[src/rtl/opacc_pkg.sv]
package opacc_pkg;

  typedef enum logic [2:0] {
    AM_NONE    = 3'd0,
    AM_NONE_PF = 3'd1,
    AM_WIDE    = 3'd2,
    AM_WCHK    = 3'd3,
    AM_RD      = 3'd4,
    AM_RD_PF   = 3'd5,
    AM_RDW     = 3'd6,
    AM_RMW     = 3'd7
  } amode_e;

  typedef enum logic {
    ST_IDLE = 1'b0,
    ST_WAIT = 1'b1
  } ost_e;

  typedef struct packed {
    logic mem;       // needs a memory request
    logic rd;        // request reads data
    logic wtest;     // request probes writability
    logic lockable;  // locked read when uncached
    logic pf_now;    // prefetch at dispatch
    logic pf_late;   // prefetch after operand arrives
    logic wide;      // return full address
    logic from_ac;   // operand is accumulator
  } actl_t;

endpackage

[src/rtl/opacc_decode.sv]
module opacc_decode
  import opacc_pkg::*;
(
  input  logic [2:0] mode,
  output actl_t      ctl
);
  always_comb begin
    ctl = '0;
    case (amode_e'(mode))
      AM_NONE:    ctl = '0;
      AM_NONE_PF: ctl.pf_now = 1'b1;
      AM_WIDE:    ctl.wide = 1'b1;
      AM_WCHK: begin
        ctl.mem = 1'b1; ctl.wtest = 1'b1; ctl.from_ac = 1'b1;
      end
      AM_RD: begin
        ctl.mem = 1'b1; ctl.rd = 1'b1;
      end
      AM_RD_PF: begin
        ctl.mem = 1'b1; ctl.rd = 1'b1; ctl.pf_late = 1'b1;
      end
      AM_RDW: begin
        ctl.mem = 1'b1; ctl.rd = 1'b1; ctl.wtest = 1'b1;
      end
      AM_RMW: begin
        ctl.mem = 1'b1; ctl.rd = 1'b1; ctl.wtest = 1'b1; ctl.lockable = 1'b1;
      end
      default: ctl = '0;
    endcase
  end
endmodule

[src/rtl/opacc_fsm.sv]
module opacc_fsm
  import opacc_pkg::*;
(
  input  logic clk,
  input  logic rst_n,
  input  logic start,
  input  logic need_mem,
  input  logic mem_ack,
  input  logic page_fail,
  output logic accept,
  output logic resp_ok,
  output logic resp_fail,
  output logic waiting
);
  ost_e st_q, st_d;

  always_comb begin
    st_d      = st_q;
    accept    = 1'b0;
    resp_ok   = 1'b0;
    resp_fail = 1'b0;
    case (st_q)
      ST_IDLE: begin
        accept = start;
        if (start && need_mem) st_d = ST_WAIT;
      end
      ST_WAIT: begin
        if (page_fail) begin
          resp_fail = 1'b1;
          st_d      = ST_IDLE;
        end else if (mem_ack) begin
          resp_ok = 1'b1;
          st_d    = ST_IDLE;
        end
      end
      default: st_d = ST_IDLE;
    endcase
  end

  always_ff @(posedge clk or negedge rst_n) begin
    if (!rst_n) st_q <= ST_IDLE;
    else        st_q <= st_d;
  end

  assign waiting = (st_q == ST_WAIT);
endmodule

[src/rtl/opacc_data.sv]
module opacc_data
  import opacc_pkg::*;
#(
  parameter int AW = 30,
  parameter int LW = 18,
  parameter int DW = 36
) (
  input  logic          clk,
  input  logic          rst_n,
  input  logic          accept,
  input  logic          resp_ok,
  input  logic          resp_fail,
  input  actl_t         ctl,
  input  logic [AW-1:0] ea,
  input  logic [AW-1:0] pc,
  input  logic          uncached,
  input  logic [DW-1:0] ac_val,
  input  logic [DW-1:0] mem_rdata,
  output actl_t         ctl_q,
  output logic          lock_q,
  output logic [AW-1:0] ea_q,
  output logic [AW-1:0] pf_addr,
  output logic          opnd_ready,
  output logic [DW-1:0] opnd_data,
  output logic          trap,
  output logic          pf_req
);
  logic          rdy_d, trap_d, pf_d, dat_en;
  logic [DW-1:0] dat_d, ea_short, ea_full;

  always_comb begin
    ea_short           = '0;
    ea_short[LW-1:0]   = ea[LW-1:0];
    ea_full            = '0;
    ea_full[AW-1:0]    = ea;
    rdy_d  = (accept && !ctl.mem) || resp_ok;
    trap_d = resp_fail;
    pf_d   = (accept && ctl.pf_now) || (resp_ok && ctl_q.pf_late);
    dat_en = rdy_d;
    dat_d  = opnd_data;
    if (accept && !ctl.mem) dat_d = ctl.wide ? ea_full : ea_short;
    else if (resp_ok)       dat_d = ctl_q.from_ac ? ac_val : mem_rdata;
  end

  // Per-instruction context, captured on accept
  always_ff @(posedge clk or negedge rst_n) begin
    if (!rst_n) begin
      ctl_q   <= '0;
      lock_q  <= 1'b0;
      ea_q    <= '0;
      pf_addr <= '0;
    end else if (accept) begin
      ctl_q   <= ctl;
      lock_q  <= ctl.lockable && uncached;
      ea_q    <= ea;
      pf_addr <= pc + AW'(1);
    end
  end

  // Strobes
  always_ff @(posedge clk or negedge rst_n) begin
    if (!rst_n) begin
      opnd_ready <= 1'b0;
      trap       <= 1'b0;
      pf_req     <= 1'b0;
    end else begin
      opnd_ready <= rdy_d;
      trap       <= trap_d;
      pf_req     <= pf_d;
    end
  end

  // Operand data
  always_ff @(posedge clk or negedge rst_n) begin
    if (!rst_n)      opnd_data <= '0;
    else if (dat_en) opnd_data <= dat_d;
  end
endmodule

[src/rtl/opacc_ctrl.sv]
module opacc_ctrl
  import opacc_pkg::*;
#(
  parameter int AW = 30,
  parameter int LW = 18,
  parameter int DW = 36
) (
  input  logic          clk,
  input  logic          rst_n,
  input  logic          start,
  input  logic [2:0]    mode,
  input  logic [AW-1:0] ea,
  input  logic [AW-1:0] pc,
  input  logic          uncached,
  input  logic [DW-1:0] ac_val,
  input  logic          mem_ack,
  input  logic [DW-1:0] mem_rdata,
  input  logic          page_fail,
  output logic          mem_req,
  output logic [AW-1:0] mem_addr,
  output logic          mem_rd,
  output logic          mem_wtest,
  output logic          mem_lock,
  output logic          busy,
  output logic          opnd_ready,
  output logic [DW-1:0] opnd_data,
  output logic          trap,
  output logic          pf_req,
  output logic [AW-1:0] pf_addr
);
  actl_t ctl, ctl_q;
  logic  accept, resp_ok, resp_fail, waiting, lock_q;
  logic [AW-1:0] ea_q;

  opacc_decode u_dec (
    .mode (mode),
    .ctl  (ctl)
  );

  opacc_fsm u_fsm (
    .clk       (clk),
    .rst_n     (rst_n),
    .start     (start),
    .need_mem  (ctl.mem),
    .mem_ack   (mem_ack),
    .page_fail (page_fail),
    .accept    (accept),
    .resp_ok   (resp_ok),
    .resp_fail (resp_fail),
    .waiting   (waiting)
  );

  opacc_data #(.AW(AW), .LW(LW), .DW(DW)) u_dat (
    .clk        (clk),
    .rst_n      (rst_n),
    .accept     (accept),
    .resp_ok    (resp_ok),
    .resp_fail  (resp_fail),
    .ctl        (ctl),
    .ea         (ea),
    .pc         (pc),
    .uncached   (uncached),
    .ac_val     (ac_val),
    .mem_rdata  (mem_rdata),
    .ctl_q      (ctl_q),
    .lock_q     (lock_q),
    .ea_q       (ea_q),
    .pf_addr    (pf_addr),
    .opnd_ready (opnd_ready),
    .opnd_data  (opnd_data),
    .trap       (trap),
    .pf_req     (pf_req)
  );

  assign busy      = waiting;
  assign mem_req   = waiting;
  assign mem_addr  = ea_q;
  assign mem_rd    = waiting && ctl_q.rd;
  assign mem_wtest = waiting && ctl_q.wtest;
  assign mem_lock  = waiting && lock_q;
endmodule

[config.mk]
export PLATFORM = sky130hd
export DESIGN_NAME = opacc_ctrl
export DESIGN_NICKNAME = d
export VERILOG_FILES = /design/src/rtl/opacc_pkg.sv /design/src/rtl/opacc_decode.sv /design/src/rtl/opacc_fsm.sv /design/src/rtl/opacc_data.sv /design/src/rtl/opacc_ctrl.sv
export SDC_FILE = /design/constraint.sdc
export NUM_CORES = 1
export LEC_CHECK = 0
export ABC_AREA = 1
export BUFFER_PORTS_ARGS = -buffer_cell sky130_fd_sc_hd__buf_2
export CAP_MARGIN = 20
export CELL_PAD_IN_SITES_DETAIL_PLACEMENT = 1
export CELL_PAD_IN_SITES_GLOBAL_PLACEMENT = 2
export CORE_MARGIN = 3
export CORE_UTILIZATION = 23
export CTS_CLUSTER_DIAMETER = 50
export DETAILED_ROUTE_END_ITERATION = 7
export GPL_TIMING_DRIVEN = 0
export PLACE_DENSITY = 0.77
export RECOVER_POWER = 25
export SYNTH_ARGS = -nofsm -noshare
export SYNTH_HDL_FRONTEND = slang
export SYNTH_HIERARCHICAL = 1
export SYNTH_SLANG_ARGS = --single-unit
[constraint.sdc]
create_clock -name clk -period 1.5 [get_ports clk]
set_input_delay 0.15 -clock clk [delete_from_list [all_inputs] [get_ports clk]]
set_output_delay 0.15 -clock clk [all_outputs]
set_load 0.02 [all_outputs]
==> out/summary.txt <==
Starting Density -> 23.70%
Final setup vio count -> 1
Crit end category -> flip-flop
Finished Core Util -> 33.74%
Hold crit path type -> input pin to flip-flop
Clock Sink Count -> 105
Tcrit/Tclk final -> 100.9%
Maximum vdd ir drop -> 460.3 µV
# rows -> 55
Clock transition at the registers of the reported paths -> 90 ps
Reg-to-Reg Start -> u_fsm/waiting
Cts bufs inserted -> 9
Slew Viols, Final -> 0
Worst-Margin Slew -> 704.8 ps
Vias in the first global route -> 6106
Routed via count -> 5656
Cell family with most CP delay -> flip-flops
Overflow left after global routing -> 0
Die Width -> 159.7 µm
Hold Slack -> 18.13 ps
1st-iter DRT viols -> 173
Placed insts -> 1266
Fin nets -> 1127
TritonCTS clock tree -> built
Routed wire length -> 22590 µm
Leak Pwr -> 0.004033 µW
Finished Layout Cells -> 1306
Mapped Nets -> 850
CP bufs+invs -> 4
WL/cell -> 17.30 µm
Io pins -> 245
Final Hold Viols -> 0
Die height -> 159.7 µm
Violated checks -> negative setup slack
Post-route ant nets -> 0
Clock skew -> 10.37 ps
Cell Pwr Density -> 1140 nW/µm²
Clock Tree Buf Depth -> 2
Initial antenna violation count -> 3
Via-per-instance ratio -> 4.331
Arr. time, crit path -> 1740 ps
Clk Latency, worst-skew pair -> 360 ps
First-pass GRT wire length -> 35400 µm
Rel. slew slack -> 53.01%
Pin count of the biggest net entering global routing -> 61
# DRC -> 0
Final Wtd Congestion -> 0.8252
HP Start -> ea[22]
CTS root buf -> clkbuf_16
Area growth, synth to finish -> 42.34%
GRT Util Overall -> 17.78%
Share of post-route cells with drive strength above 1 -> 34.65%
Die area -> 25490 µm²
CP max-delay cell -> dfrtp_2
CP peak stage delay -> 450 ps
Setup crit start kind -> flip-flop
Buffers on Ports -> 244
Fin crit period -> 1514 ps
Ys Warns -> 6
H-tree levels -> 3
Max-capacitance violation count -> 0
Outcome -> finished with violations
WP data required -> 1730 ps
Dpl hpwl -> 17790 µm
Worst setup slack after layout -> -13.55 ps
Total chip power -> 8813 µW
WS Path Type -> flip-flop to flip-flop
Fillers -> 2885
Crit-path cells -> nor2_4 > inv_2 > nor2_4 > buf_8 > clkinv_8 > nand2_8 > buf_8 > o221ai_1
Mapped Cells -> 708
Drt first pass iters -> 4
Synthesized cell area -> 5431 µm²
Avg Cell Area, Syn -> 7.672 µm²
Fmax achieved -> 660.7 MHz
Crit path from -> u_fsm/waiting
Crit-path max FO -> 6
Core Box Area -> 22920 µm²
RSZ-0062 raised after global routing -> true
## power by group
group          internal [µW]  switching [µW]
registers               3330             264
clock network           1180            1270
logic                    973            1800
total                   5480            3330
## sequential cells by signal, summed over array words and instances, names as in the netlist
signal / cells
u_fsm/waiting: 1
u_dat/ctl_q: 4
u_dat/opnd_ready: 1
u_dat/ea_q: 30
u_dat/pf_req: 1
u_dat/trap: 1
u_dat/pf_addr: 30
u_dat/lock_q: 1
u_dat/opnd_data: 36
## final timing paths
| check | end | slack, ps | cells past startpoint |
|---|---|---|---|
| worst min-delay path | u_dat/ea_q[22] | 20 | 3 |
| worst max register to register | u_dat/opnd_data[7] | -10 | 8 |
| worst min register to register | u_dat/ea_q[26] | 470 | 2 |
| min in group asynchronous | u_dat/ea_q[22] | 380 | 2 |
| worst max-delay path | u_dat/opnd_data[7] | -10 | 8 |
| max in group asynchronous | u_fsm/waiting | 350 | 3 |
## area by class of cell
class	instances	area, µm²	share of cell area, %
flip-flops and latches	105	2629	34.00
multi-input cells	528	2516	32.55
repair buffers	266	1471	19.03
well taps	313	391.6	5.066
plain buffers	33	241.5	3.123
clock buffers	9	225.2	2.913
inverters	42	176.4	2.282
clock inverters	7	72.57	0.9387
diodes	3	7.507	0.09710
## placed cells by master (no fill, tap or decap), types with 4 or more instances in the layout
cell / count
nand2_1: 281
buf_2: 252
dfrtp_1: 104
nor2_1: 75
nand3_1: 46
inv_1: 36
o21ai_0: 31
mux2i_1: 18
o211ai_1: 13
buf_4: 12
nor2_4: 12
a31oi_1: 12
clkbuf_16: 10
dlygate4sd3_1: 10
or2_2: 8
buf_6: 7
clkbuf_4: 7
nor2_2: 5
o21ai_1: 5
clkbuf_2: 4
nand2_2: 4
xor2_1: 4
## per-layer routing
metal / vias up / track usage (%) / share of wire [%]
li1: 2810 / - / -
met1: 2676 / 23.54 / 46
met2: 147 / 29.27 / 47
met3: 23 / 3.450 / 4.7
met4: 0 / 5.770 / 2.0
met5: - / 0 / 0
## tightest hold or removal path: cells and delay by family
kind          cells  cell delay (ps)
buf+inv           1              100
simple gates      2              100
## stage by stage
step | setup TNS (ps) | worst slack, ps | cell area (µm²)
final | -13.55 | -13.55 | 7731
after global routing | -589.3 | -79.78 | 7731
after CTS | -289.1 | -66.52 | 7570
after detailed placement | -28500 | -641.2 | 7079
after global placement | -144930 | -1349 | 7046
after floorplan | 0 | 19.39 | 5433
## timing repair
action,in CTS,in global routing
gates cloned,1,1
setup buffers,4,5
gates resized for setup,23,32
endpoints found under the hold margin,54,0
hold buffers,10,0
endpoints found under the setup margin,102,51
pin swaps,0,13
Note: power is estimated with default switching activity, not from simulation.
